File: src/rtl/uart_rf_pkg.sv
package uart_rf_pkg;

  localparam int REG_AW = 5;

  localparam logic [REG_AW-1:0] OFS_DATA  = 5'h00;
  localparam logic [REG_AW-1:0] OFS_LEVEL = 5'h04;
  localparam logic [REG_AW-1:0] OFS_STS   = 5'h08;
  localparam logic [REG_AW-1:0] OFS_CTRL  = 5'h0C;
  localparam logic [REG_AW-1:0] OFS_RATE  = 5'h10;

  localparam int ST_TX    = 0;
  localparam int ST_FE    = 3;
  localparam int ST_BRK   = 4;
  localparam int ST_OE    = 5;
  localparam int ST_TXSET = 6;

  typedef struct packed {
    logic [1:0] tmo_sel;
    logic       brk_force;
    logic       err_en;
    logic       rx_en;
    logic       tx_en;
    logic [2:0] rx_lvl;
    logic [1:0] tx_lvl;
  } ctrl_t;

  function automatic logic [31:0] ctrl_pack(input ctrl_t c);
    return {14'd0, c.tmo_sel, 7'd0, c.brk_force, c.err_en, c.rx_en, c.tx_en,
            c.rx_lvl, c.tx_lvl};
  endfunction

  function automatic ctrl_t ctrl_unpack(input logic [31:0] w);
    ctrl_t c;
    c.tmo_sel   = w[17:16];
    c.brk_force = w[8];
    c.err_en    = w[7];
    c.rx_en     = w[6];
    c.tx_en     = w[5];
    c.rx_lvl    = w[4:2];
    c.tx_lvl    = w[1:0];
    return c;
  endfunction

  // Receive threshold in bytes for a 3-bit code.
  function automatic int rx_thr(input logic [2:0] code);
    case (code)
      3'd0:    return 1;
      3'd1:    return 4;
      3'd2:    return 8;
      3'd3:    return 16;
      3'd4:    return 32;
      default: return 48;
    endcase
  endfunction

  // Transmit low-water mark in bytes for a 2-bit code.
  function automatic int tx_thr(input logic [1:0] code);
    return (code == 2'd0) ? 0 : (2 << code);
  endfunction

  // Idle character times before a receive timeout (code 0 unused).
  function automatic int tmo_lim(input logic [1:0] code);
    return 2 << code;
  endfunction

endpackage

File: src/rtl/uart_rf_fifo.sv
module uart_rf_fifo #(
  parameter int W     = 8,
  parameter int DEPTH = 64
) (
  input  logic                         clk,
  input  logic                         rst_n,
  input  logic                         push,
  input  logic [W-1:0]                 din,
  input  logic                         pop,
  output logic [W-1:0]                 dout,
  output logic [$clog2(DEPTH+1)-1:0]   count,
  output logic                         full,
  output logic                         empty
);
  localparam int AW = $clog2(DEPTH);
  localparam int CW = $clog2(DEPTH+1);

  logic [W-1:0]  mem [DEPTH];
  logic [AW-1:0] wp, rp;
  logic          do_push, do_pop;

  function automatic logic [AW-1:0] nxt(input logic [AW-1:0] p);
    return (p == AW'(DEPTH-1)) ? '0 : p + 1'b1;
  endfunction

  assign full    = (count == CW'(DEPTH));
  assign empty   = (count == '0);
  assign do_push = push && !full;
  assign do_pop  = pop && !empty;
  assign dout    = mem[rp];

  always_ff @(posedge clk) begin
    if (do_push) mem[wp] <= din;
  end

  always_ff @(posedge clk or negedge rst_n) begin
    if (!rst_n) begin
      wp    <= '0;
      rp    <= '0;
      count <= '0;
    end else begin
      if (do_push) wp <= nxt(wp);
      if (do_pop)  rp <= nxt(rp);
      count <= count + CW'(do_push) - CW'(do_pop);
    end
  end
endmodule

File: src/rtl/uart_rf_rxtmo.sv
module uart_rf_rxtmo
  import uart_rf_pkg::*;
#(
  parameter int CNT_W = 5
) (
  input  logic       clk,
  input  logic       rst_n,
  input  logic [1:0] code,
  input  logic       fifo_empty,
  input  logic       activity,
  input  logic       char_tick,
  output logic       hit
);
  logic [CNT_W-1:0] idle_q;

  always_ff @(posedge clk or negedge rst_n) begin
    if (!rst_n) begin
      idle_q <= '0;
    end else if (fifo_empty || activity) begin
      idle_q <= '0;
    end else if (char_tick && (idle_q != '1)) begin
      idle_q <= idle_q + 1'b1;
    end
  end

  assign hit = (code != 2'd0) && !fifo_empty && (int'(idle_q) >= tmo_lim(code));
endmodule

File: src/rtl/uart_regfront.sv
module uart_regfront
  import uart_rf_pkg::*;
#(
  parameter int FIFO_DEPTH = 64,
  parameter int TMO_CW     = 5
) (
  input  logic        clk,
  input  logic        rst_n,
  input  logic        bus_wr,
  input  logic        bus_rd,
  input  logic [4:0]  bus_addr,
  input  logic [31:0] bus_wdata,
  output logic [31:0] bus_rdata,
  output logic [7:0]  txq_byte,
  output logic        txq_valid,
  input  logic        txq_take,
  input  logic [7:0]  rxq_byte,
  input  logic        rxq_ferr,
  input  logic        rxq_brk,
  input  logic        rxq_push,
  input  logic        char_tick,
  output logic [7:0]  rate_div,
  output logic        line_break,
  output logic        irq
);
  localparam int CW = $clog2(FIFO_DEPTH+1);

  ctrl_t       ctrl_q;
  logic [7:0]  rate_q;
  logic        sts_tx_q, sts_fe_q, sts_brk_q, sts_oe_q;

  // named internal events
  logic          tx_push_req, tx_full_w, tx_empty_w, tx_take_ok, tx_push_ok;
  logic          rx_pop_req, rx_full_w, rx_empty_w;
  logic [CW-1:0] tx_cnt_w, rx_cnt_w;
  logic [9:0]    rx_head;
  logic          rx_trig, tmo_hit, tx_low_hit, sts_wr;

  assign tx_push_req = bus_wr && (bus_addr == OFS_DATA);
  assign rx_pop_req  = bus_rd && (bus_addr == OFS_DATA);
  assign sts_wr      = bus_wr && (bus_addr == OFS_STS);
  assign tx_take_ok  = txq_take && !tx_empty_w;
  assign tx_push_ok  = tx_push_req && !tx_full_w;

  uart_rf_fifo #(.W(8), .DEPTH(FIFO_DEPTH)) u_txq (
    .clk(clk), .rst_n(rst_n),
    .push(tx_push_req), .din(bus_wdata[7:0]),
    .pop(txq_take), .dout(txq_byte),
    .count(tx_cnt_w), .full(tx_full_w), .empty(tx_empty_w)
  );

  uart_rf_fifo #(.W(10), .DEPTH(FIFO_DEPTH)) u_rxq (
    .clk(clk), .rst_n(rst_n),
    .push(rxq_push), .din({rxq_brk, rxq_ferr, rxq_byte}),
    .pop(rx_pop_req), .dout(rx_head),
    .count(rx_cnt_w), .full(rx_full_w), .empty(rx_empty_w)
  );

  uart_rf_rxtmo #(.CNT_W(TMO_CW)) u_tmo (
    .clk(clk), .rst_n(rst_n),
    .code(ctrl_q.tmo_sel), .fifo_empty(rx_empty_w),
    .activity(rxq_push || rx_pop_req), .char_tick(char_tick),
    .hit(tmo_hit)
  );

  assign txq_valid  = !tx_empty_w;
  assign rx_trig    = int'(rx_cnt_w) >= rx_thr(ctrl_q.rx_lvl);
  assign tx_low_hit = tx_take_ok && !tx_push_ok &&
                      ((int'(tx_cnt_w) - 1) == tx_thr(ctrl_q.tx_lvl));

  always_ff @(posedge clk or negedge rst_n) begin
    if (!rst_n) begin
      ctrl_q    <= '0;
      rate_q    <= '0;
      sts_tx_q  <= 1'b0;
      sts_fe_q  <= 1'b0;
      sts_brk_q <= 1'b0;
      sts_oe_q  <= 1'b0;
    end else begin
      if (bus_wr && (bus_addr == OFS_CTRL)) ctrl_q <= ctrl_unpack(bus_wdata);
      if (bus_wr && (bus_addr == OFS_RATE)) rate_q <= bus_wdata[7:0];
      sts_tx_q  <= (sts_tx_q && !(sts_wr && bus_wdata[ST_TX])) || tx_low_hit ||
                   (sts_wr && bus_wdata[ST_TXSET]);
      sts_fe_q  <= (sts_fe_q && !(sts_wr && bus_wdata[ST_FE])) || (rxq_push && rxq_ferr);
      sts_brk_q <= (sts_brk_q && !(sts_wr && bus_wdata[ST_BRK])) || (rxq_push && rxq_brk);
      sts_oe_q  <= (sts_oe_q && !(sts_wr && bus_wdata[ST_OE])) || (rxq_push && rx_full_w);
    end
  end

  always_comb begin
    case (bus_addr)
      OFS_DATA:  bus_rdata = rx_empty_w ? 32'h0000_0100
                           : {21'd0, rx_head[9], rx_head[8], 1'b0, rx_head[7:0]};
      OFS_LEVEL: bus_rdata = {16'd0, 8'(tx_cnt_w), 8'(rx_cnt_w)};
      OFS_STS:   bus_rdata = {25'd0, 1'b0, sts_oe_q, sts_brk_q, sts_fe_q,
                              tmo_hit, rx_trig, sts_tx_q};
      OFS_CTRL:  bus_rdata = ctrl_pack(ctrl_q);
      OFS_RATE:  bus_rdata = {24'd0, rate_q};
      default:   bus_rdata = 32'd0;
    endcase
  end

  assign rate_div   = rate_q;
  assign line_break = ctrl_q.brk_force;
  assign irq        = (sts_tx_q && ctrl_q.tx_en) ||
                      ((rx_trig || tmo_hit) && ctrl_q.rx_en) ||
                      ((sts_fe_q || sts_brk_q || sts_oe_q) && ctrl_q.err_en);
endmodule

File: config.mk
export PLATFORM = sky130hd
export DESIGN_NAME = uart_regfront
export DESIGN_NICKNAME = d
export VERILOG_FILES = /design/src/rtl/uart_rf_pkg.sv /design/src/rtl/uart_rf_fifo.sv /design/src/rtl/uart_rf_rxtmo.sv /design/src/rtl/uart_regfront.sv
export SDC_FILE = /design/constraint.sdc
export NUM_CORES = 1
export LEC_CHECK = 0
export ABC_AREA = 1
export BUFFER_PORTS_ARGS = -buffer_cell sky130_fd_sc_hd__buf_2
export CORE_ASPECT_RATIO = 1.5
export CORE_MARGIN = 2
export CORE_UTILIZATION = 25
export CTS_BUF_LIST = sky130_fd_sc_hd__clkbuf_8 sky130_fd_sc_hd__clkbuf_16
export CTS_CLUSTER_SIZE = 10
export DETAILED_ROUTE_END_ITERATION = 8
export GPL_TIMING_DRIVEN = 0
export PLACE_DENSITY_LB_ADDON = 0.3
export SYNTH_ARGS = -nofsm -noshare
export SYNTH_HDL_FRONTEND = slang
export SYNTH_SLANG_ARGS = --single-unit
File: constraint.sdc
create_clock -name clk -period 4.05 [get_ports clk]
set_input_delay 0.6075 -clock clk [delete_from_list [all_inputs] [get_ports clk]]
set_output_delay 0.6075 -clock clk [all_outputs]
set_load 0.02 [all_outputs]
==> results.sh, run 1 <==
export IMPL_clock_latency_ns=0.80
export IMPL_cts_tree="yes"
export IMPL_hold_viol=0
export IMPL_final_min_period_over_clock_period=1.01
export IMPL_synth_top_area_share=0.667
export IMPL_yosys_warnings=0
export IMPL_layout_setup_ws_ns=-0.0429
export IMPL_critPathArrivalTime_ns=3.49
export IMPL_multi_input_area_um2=13000
export IMPL_cts_clk_slew_worst_paths_ns=0.06
export IMPL_synth_seq_cells=1218
export IMPL_core_region_area_um2=206000
export IMPL_synth_area_top_cells="edfxtp_1 (67%), nand2_1 (7.5%), nor2_1 (4.9%), nand3_1 (4.0%), o21ai_0 (3.7%)"
export IMPL_maxCapViolations=0
export IMPL_finalClockSkew_ns=0.0666
export IMPL_wl_mm=186
export IMPL_path_class="in2out"
export IMPL_seq_area_um2=36200
export IMPL_antenna_found_initial=8
export IMPL_place_hpwl_mm=126
export IMPL_synth_area_um2=51900
export IMPL_grt_pass1_vias=35600
export IMPL_die_area_um2=211000
export IMPL_p_total_mw=39.0
export IMPL_drcViolationCount=0
export IMPL_wl_per_cell_um=24.1
export IMPL_required_ns=3.44
export IMPL_die_width_um=376
export IMPL_fin_hold_ws_ns=0.0574
export IMPL_fin_area_um2=60600
export IMPL_mostFrequentLayoutCell="edfxtp_1"
export IMPL_syn2layout_area_growth_pct=16.8
export IMPL_end_kind="output port"
export IMPL_worst_setup_path_start_kind="input port"
export IMPL_grt_overflow_total=0
export IMPL_rsz0062_at_grt="yes"
export IMPL_routed_via_count=36300
export IMPL_final_util=0.294
export IMPL_ys_seq_area_frac=0.699
export IMPL_vias_per_cell=4.71
export IMPL_gp_congestion=0.953
export IMPL_dieHeight_um=562
export IMPL_max_slew_worst_pin_slew_ns=1.66
export IMPL_cts_buffer_depth=4
export IMPL_start_util=0.252
export IMPL_synth_edf_count=1152
export IMPL_dr_first_iter_drc_count=3567
export IMPL_drtPass1Iterations=6
export IMPL_postPlaceCellArea_um2=55800
export IMPL_maxSlewViolCount=1
export IMPL_synth_flop_cell="edfxtp_1"
export IMPL_io_pins=105
export IMPL_tns_ns=-0.0707
export IMPL_cts_sink_count=1218
export IMPL_synth_area_per_cell_um2=11.0
export IMPL_port_buffer_count=68
export IMPL_grt_usage=0.172
export IMPL_std_cell_rows=204
export IMPL_grt_pass1_wl_mm=260
export IMPL_synthArstFlopShare=0.0542
export IMPL_status="finished with violations"
export IMPL_p_leak_nw=22.7
export IMPL_synth_distinct_cells=44
export IMPL_root_buffer="clkbuf_16"
export IMPL_final_cell_mix="edfxtp_1 (1152), nand2_1 (1019), nor2_1 (665), inv_1 (461), nand3_1 (413)"
export IMPL_hold_class="in2reg"
export IMPL_nets=5059
export IMPL_cts_buffers=150
export IMPL_drtAntennaViolNets=0
export IMPL_fin_crit_ns=4.09
export IMPL_grt_max_degree=66
export IMPL_synthCells=4722
export IMPL_setup_violations=3
export IMPL_yosysTopAreaCell="edfxtp_1"
export IMPL_max_freq_mhz=244
export IMPL_path_max_fanout=10
export IMPL_slew_headroom=-0.110
export IMPL_fillers=21200
export IMPL_htree_levels=4
export IMPL_power_density_nw_per_um2=644
export IMPL_drive_gt1_frac=0.105
export IMPL_ir_drop_v=0.000282
export IMPL_violations="max-slew violations, negative setup slack"
## logic make-up (layout without fill, tap and decap cells)
| family | after synthesis | count (layout) | share of synthesized area |
|---|---|---|---|
| mux | 1 | 1 | 0.000217 |
| simple gates | 2184 | 2184 | 0.171 |
| buf+inv | 675 | 968 | 0.0550 |
| other cells | 1 | 16 | 0.0000723 |
| fa+ha+maj | 40 | 40 | 0.00994 |
| flops | 1218 | 1218 | 0.699 |
| compound gates | 579 | 579 | 0.0615 |
| xor+xnor | 24 | 24 | 0.00405 |
## critical path, cell delays in order
cell and delay (ns):
buf_2 0.11, inv_1 0.06, nand4_1 0.18, clkbuf_1 0.49, o22ai_1 0.14, a221oi_1 1.28, nand2_2 0.34, buf_6 0.25
## stage by stage
| step | setup slack (ns) | cells |
|---|---|---|
| 4_1_cts | -0.0392 | 7705 |
| 3_3_place_gp | -0.170 | 7482 |
| 2_1_floorplan | 0.974 | 4736 |
| 5_1_grt | -0.185 | 7707 |
| 3_5_place_dp | 0.0106 | 7488 |
| 6_report | -0.0429 | 7708 |
## flip-flops by register name, indices dropped and copies added (netlist names), 5 cells and up
register      count
rate_div          8
u_rxq.wp          6
u_rxq.count       7
u_txq.mem       512
u_txq.count       7
u_tmo.idle_q      5
ctrl_q           10
u_rxq.rp          6
u_txq.rp          6
u_rxq.mem       640
u_txq.wp          6
## layer usage
metal  global-route usage  vias up  routed length, µm
li1                     -    16500                  -
met2                0.303     1508              93000
met3               0.0246      496              11100
met4                0.101        6              12000
met5                    0        -                 41
met1                0.197    17800              69900
## what timing repair did
item,in CTS,in global routing
endpoints found under the setup margin,18,112
resized for setup,172,95
hold endpoints to repair,12,0
buffers inserted,0,1
gates cloned,0,1
pin swaps,2,5
hold buffers,1,0
## cell type report
class	instances	area share
Timing Repair Buffer	77	0.00954
Clock inverter	60	0.00431
Buffer	256	0.0277
Inverter	419	0.0260
Tap cell	2678	0.0553
Clock buffer	156	0.0638
Multi-Input combinational cell	2843	0.215
Antenna cell	1	0.0000413
Sequential cell	1218	0.598
## cell usage after synthesis (2+ instances only)
cell type  number
clkinv_1        5
o31ai_1         2
inv_2           5
buf_1          12
o21ai_0       379
nand3_2         3
nand2_1      1035
inv_1         408
o211ai_1       59
o221ai_1        7
o21ai_1         6
nor2_1        683
nor2_2          4
nand4_1        12
nand3b_1        2
edfxtp_1     1152
buf_6          14
nor3_1         10
a21oi_1        60
fa_1            2
and3_1          3
nor2_4          2
a221oi_1        6
nand3_1       417
xnor2_1         2
or2_2          10
buf_2          96
clkbuf_1      109
o22ai_1        56
ha_1           38
xor2_1         22
dfrtp_1        66
buf_4          24
## path summary, 6_finish.rpt
kind                                start          endpoint  slack [ns]  depth (start not counted)
hold / removal               bus_wdata[8]        line_break        0.06                          2
hold reg to reg                 ctrl_q[6]         ctrl_q[6]        0.49                          2
setup / recovery              bus_addr[4]      bus_rdata[5]       -0.04                          8
setup reg to reg           u_rxq.count[2]  u_rxq.mem[19][3]        0.07                         10
min in group asynchronous           rst_n       u_txq.rp[4]        0.26                          2
max in group asynchronous           rst_n       u_rxq.wp[4]        3.16                          3
## power breakdown
part           leakage, nW  internal, mW  switching [mW]
Clock                 2.22          6.77            5.10
Combinational         9.34          3.30            9.38
Sequential            11.2          14.2           0.267
Total                 22.7          24.3            14.7
Note: power is estimated with default switching activity, not from simulation.
==> run 2: changes to the inputs <==
- PLACE_DENSITY_LB_ADDON: 0.3 -> unset
==> run 2 against run 1 <==
  * The run now ends clean
  * Clock skew increased by 0.0092 ns
  * Sequential power about the same
  * Largest cell class unchanged
  * Fmax increased by 1.2%
  * Total power decreased by 1.8%
  * Worst setup slack improved by 0.049 ns
  * Critical endpoint is now txq_byte[2]
  * Sequential share of layout area increased by 0.34 points
  * Critical path depth increased by 4
==> results.sh, run 2 (synthesis gave the netlist of run 1 again) <==
export IMPL_registers_top_by_ff_count="u_rxq.mem"
export IMPL_syn2layout_area_growth_pct=16.2
export IMPL_place_hpwl_mm=120
export IMPL_finalClockSkew_ns=0.0757
export IMPL_root_buffer="clkbuf_16"
export IMPL_status="complete, no violations"
export IMPL_drtPass1Iterations=7
export IMPL_cts_clk_slew_worst_paths_ns=0.06
export IMPL_swShare=0.376
export IMPL_max_freq_mhz=247
export IMPL_vias_per_cell=4.68
export IMPL_startpoint="u_txq.rp[0]"
export IMPL_cts_sink_count=1218
export IMPL_required_ns=3.44
export IMPL_maxSlewViolCount=0
export IMPL_max_slew_worst_pin_slew_ns=1.37
export IMPL_final_util=0.293
export IMPL_drive_gt1_frac=0.100
export IMPL_grt_usage=0.161
export IMPL_p_comb_frac=0.320
export IMPL_internal_power_mw=23.9
export IMPL_cts_tree="yes"
export IMPL_ir_drop_v=0.000397
export IMPL_crit_chain="buf_2 > buf_4 > clkbuf_4 > nor2_1 > nor2_1 > o21ai_0 > o21ai_0 > o211ai_1 > nand2_1 > nand3_2 > nand3_1 > buf_2"
export IMPL_fin_crit_ns=4.04
export IMPL_postPlaceCellArea_um2=55700
export IMPL_path_max_fanout=10
export IMPL_p_seq_frac=0.379
export IMPL_hold_start="rxq_push"
export IMPL_path_buf_inv=4
export IMPL_drcViolationCount=0
export IMPL_final_min_period_over_clock_period=0.999
export IMPL_power_density_nw_per_um2=636
export IMPL_hold_viol=0
export IMPL_setup_violations=0
export IMPL_critPathArrivalTime_ns=3.44
export IMPL_gp_congestion=0.977
export IMPL_crit_slowest_cell="o211ai_1"
export IMPL_die_area_um2=211000
export IMPL_hold_class="in2reg"
export IMPL_final_cell_mix="edfxtp_1 (1152), nand2_1 (1023), nor2_1 (672), inv_1 (442), nand3_1 (412)"
export IMPL_htree_levels=4
export IMPL_grt_pass1_vias=35300
export IMPL_core_region_area_um2=206000
export IMPL_rsz0062_at_grt="yes"
export IMPL_fin_hold_ws_ns=0.109
export IMPL_fin_area_um2=60300
export IMPL_critPathTopFamily="buffers and inverters"
export IMPL_path_class="reg2out"
export IMPL_wl_per_cell_um=22.7
export IMPL_antenna_found_initial=6
export IMPL_nets=5049
export IMPL_reg_largest_list="u_rxq.mem: 640 flops, u_txq.mem: 512 flops, ctrl_q: 10 flops"
export IMPL_grt_max_degree=66
export IMPL_io_pins=105
export IMPL_port_buffer_count=68
export IMPL_cts_buffer_depth=3
export IMPL_grt_pass1_wl_mm=246
export IMPL_maxCapViolations=0
export IMPL_slowest_delay_ns=0.49
export IMPL_wl_mm=175
export IMPL_grt_overflow_total=0
export IMPL_mostFrequentLayoutCell="edfxtp_1"
export IMPL_p_total_mw=38.3
export IMPL_r2r_start="u_rxq.count[3]"
export IMPL_end_kind="output port"
export IMPL_switchingPower_mw=14.4
export IMPL_drtAntennaViolNets=0
export IMPL_clock_latency_ns=0.79
export IMPL_std_cell_rows=204
export IMPL_p_leak_nw=22.5
export IMPL_worst_setup_path_start_kind="flop"
export IMPL_largest_reg_flops=640
export IMPL_cts_buffers=143
export IMPL_slew_headroom=0.0840
export IMPL_die_width_um=376
export IMPL_dr_first_iter_drc_count=3940
export IMPL_start_util=0.252
export IMPL_routed_via_count=36000
export IMPL_dieHeight_um=562
export IMPL_pwr_share_clk=0.301
## run 2: cell count changes in the layout (fill, tap and decap cells not counted), moves of 9 or more
cell,before,now
inv_1,461,442
buf_4,70,55
clkbuf_1,36,45
buf_6,24,14
clkbuf_4,31,22
buf_2,101,131
## run 2: final timing paths
path	endpoint	cells after the start	slack (ns)
worst max register to register	u_rxq.mem[5][3]	10	0.11
worst min-delay path	sts_fe_q	3	0.11
max in group asynchronous	u_tmo.idle_q[2]	3	3.10
worst min register to register	ctrl_q[6]	2	0.51
min in group asynchronous	u_txq.rp[2]	2	0.29
worst max-delay path	txq_byte[2]	12	0.006
## run 2: area by class of cell
| class | instances | area [µm²] |
|---|---|---|
| diodes | 1 | 2.50 |
| plain buffers | 256 | 1540 |
| clock buffers | 147 | 3670 |
| clock inverters | 55 | 425 |
| fillers | 21000 | 146000 |
| inverters | 419 | 1580 |
| multi-input cells | 2843 | 13000 |
| flip-flops and latches | 1218 | 36200 |
| well taps | 2678 | 3350 |
| repair buffers | 74 | 502 |
## run 2: power groups by stage
stage | clock (mW) | combinational, mW | sequential [mW]
finish | 11.5 | 12.3 | 14.5
global route | 12.1 | 13.0 | 14.5
CTS | 11.7 | 12.0 | 14.5
detailed placement | 0 | 11.7 | 14.8
global placement | 0 | 11.6 | 14.7
floorplan | 0 | 6.63 | 14.7
## run 2: per-stage QoR
stage	setup TNS [ns]	std cells	setup slack [ns]
6_report	0	7691	0.00584
5_1_grt	-0.110	7690	-0.0134
2_1_floorplan	0	4736	0.974
3_3_place_gp	0	7482	0.0125
4_1_cts	-0.00154	7689	-0.00154
3_5_place_dp	0	7486	0.0651
## run 2: repair_timing
item / 4_1_cts / 5_1_grt
gates resized for setup: 117 / 75
hold endpoints to repair: 66 / 0
setup buffers: 0 / 0
endpoints found under the setup margin: 18 / 45
pin swaps: 1 / 1
hold buffers: 1 / 0
## run 2: per-layer routing
metal | track usage | share of wire | vias to the layer above
met1 | 0.172 | 0.35 | 17300
met5 | 0 | 0.00029 | -
met4 | 0.107 | 0.075 | 8
met3 | 0.0415 | 0.084 | 551
li1 | - | - | 16500
met2 | 0.281 | 0.49 | 1659
## run 2: worst min-delay path, delay by kind of cell
| kind | cells | cell delay (ns) |
|---|---|---|
| and+or+nand+nor | 2 | 0.13 |
| buffers and inverters | 1 | 0.11 |
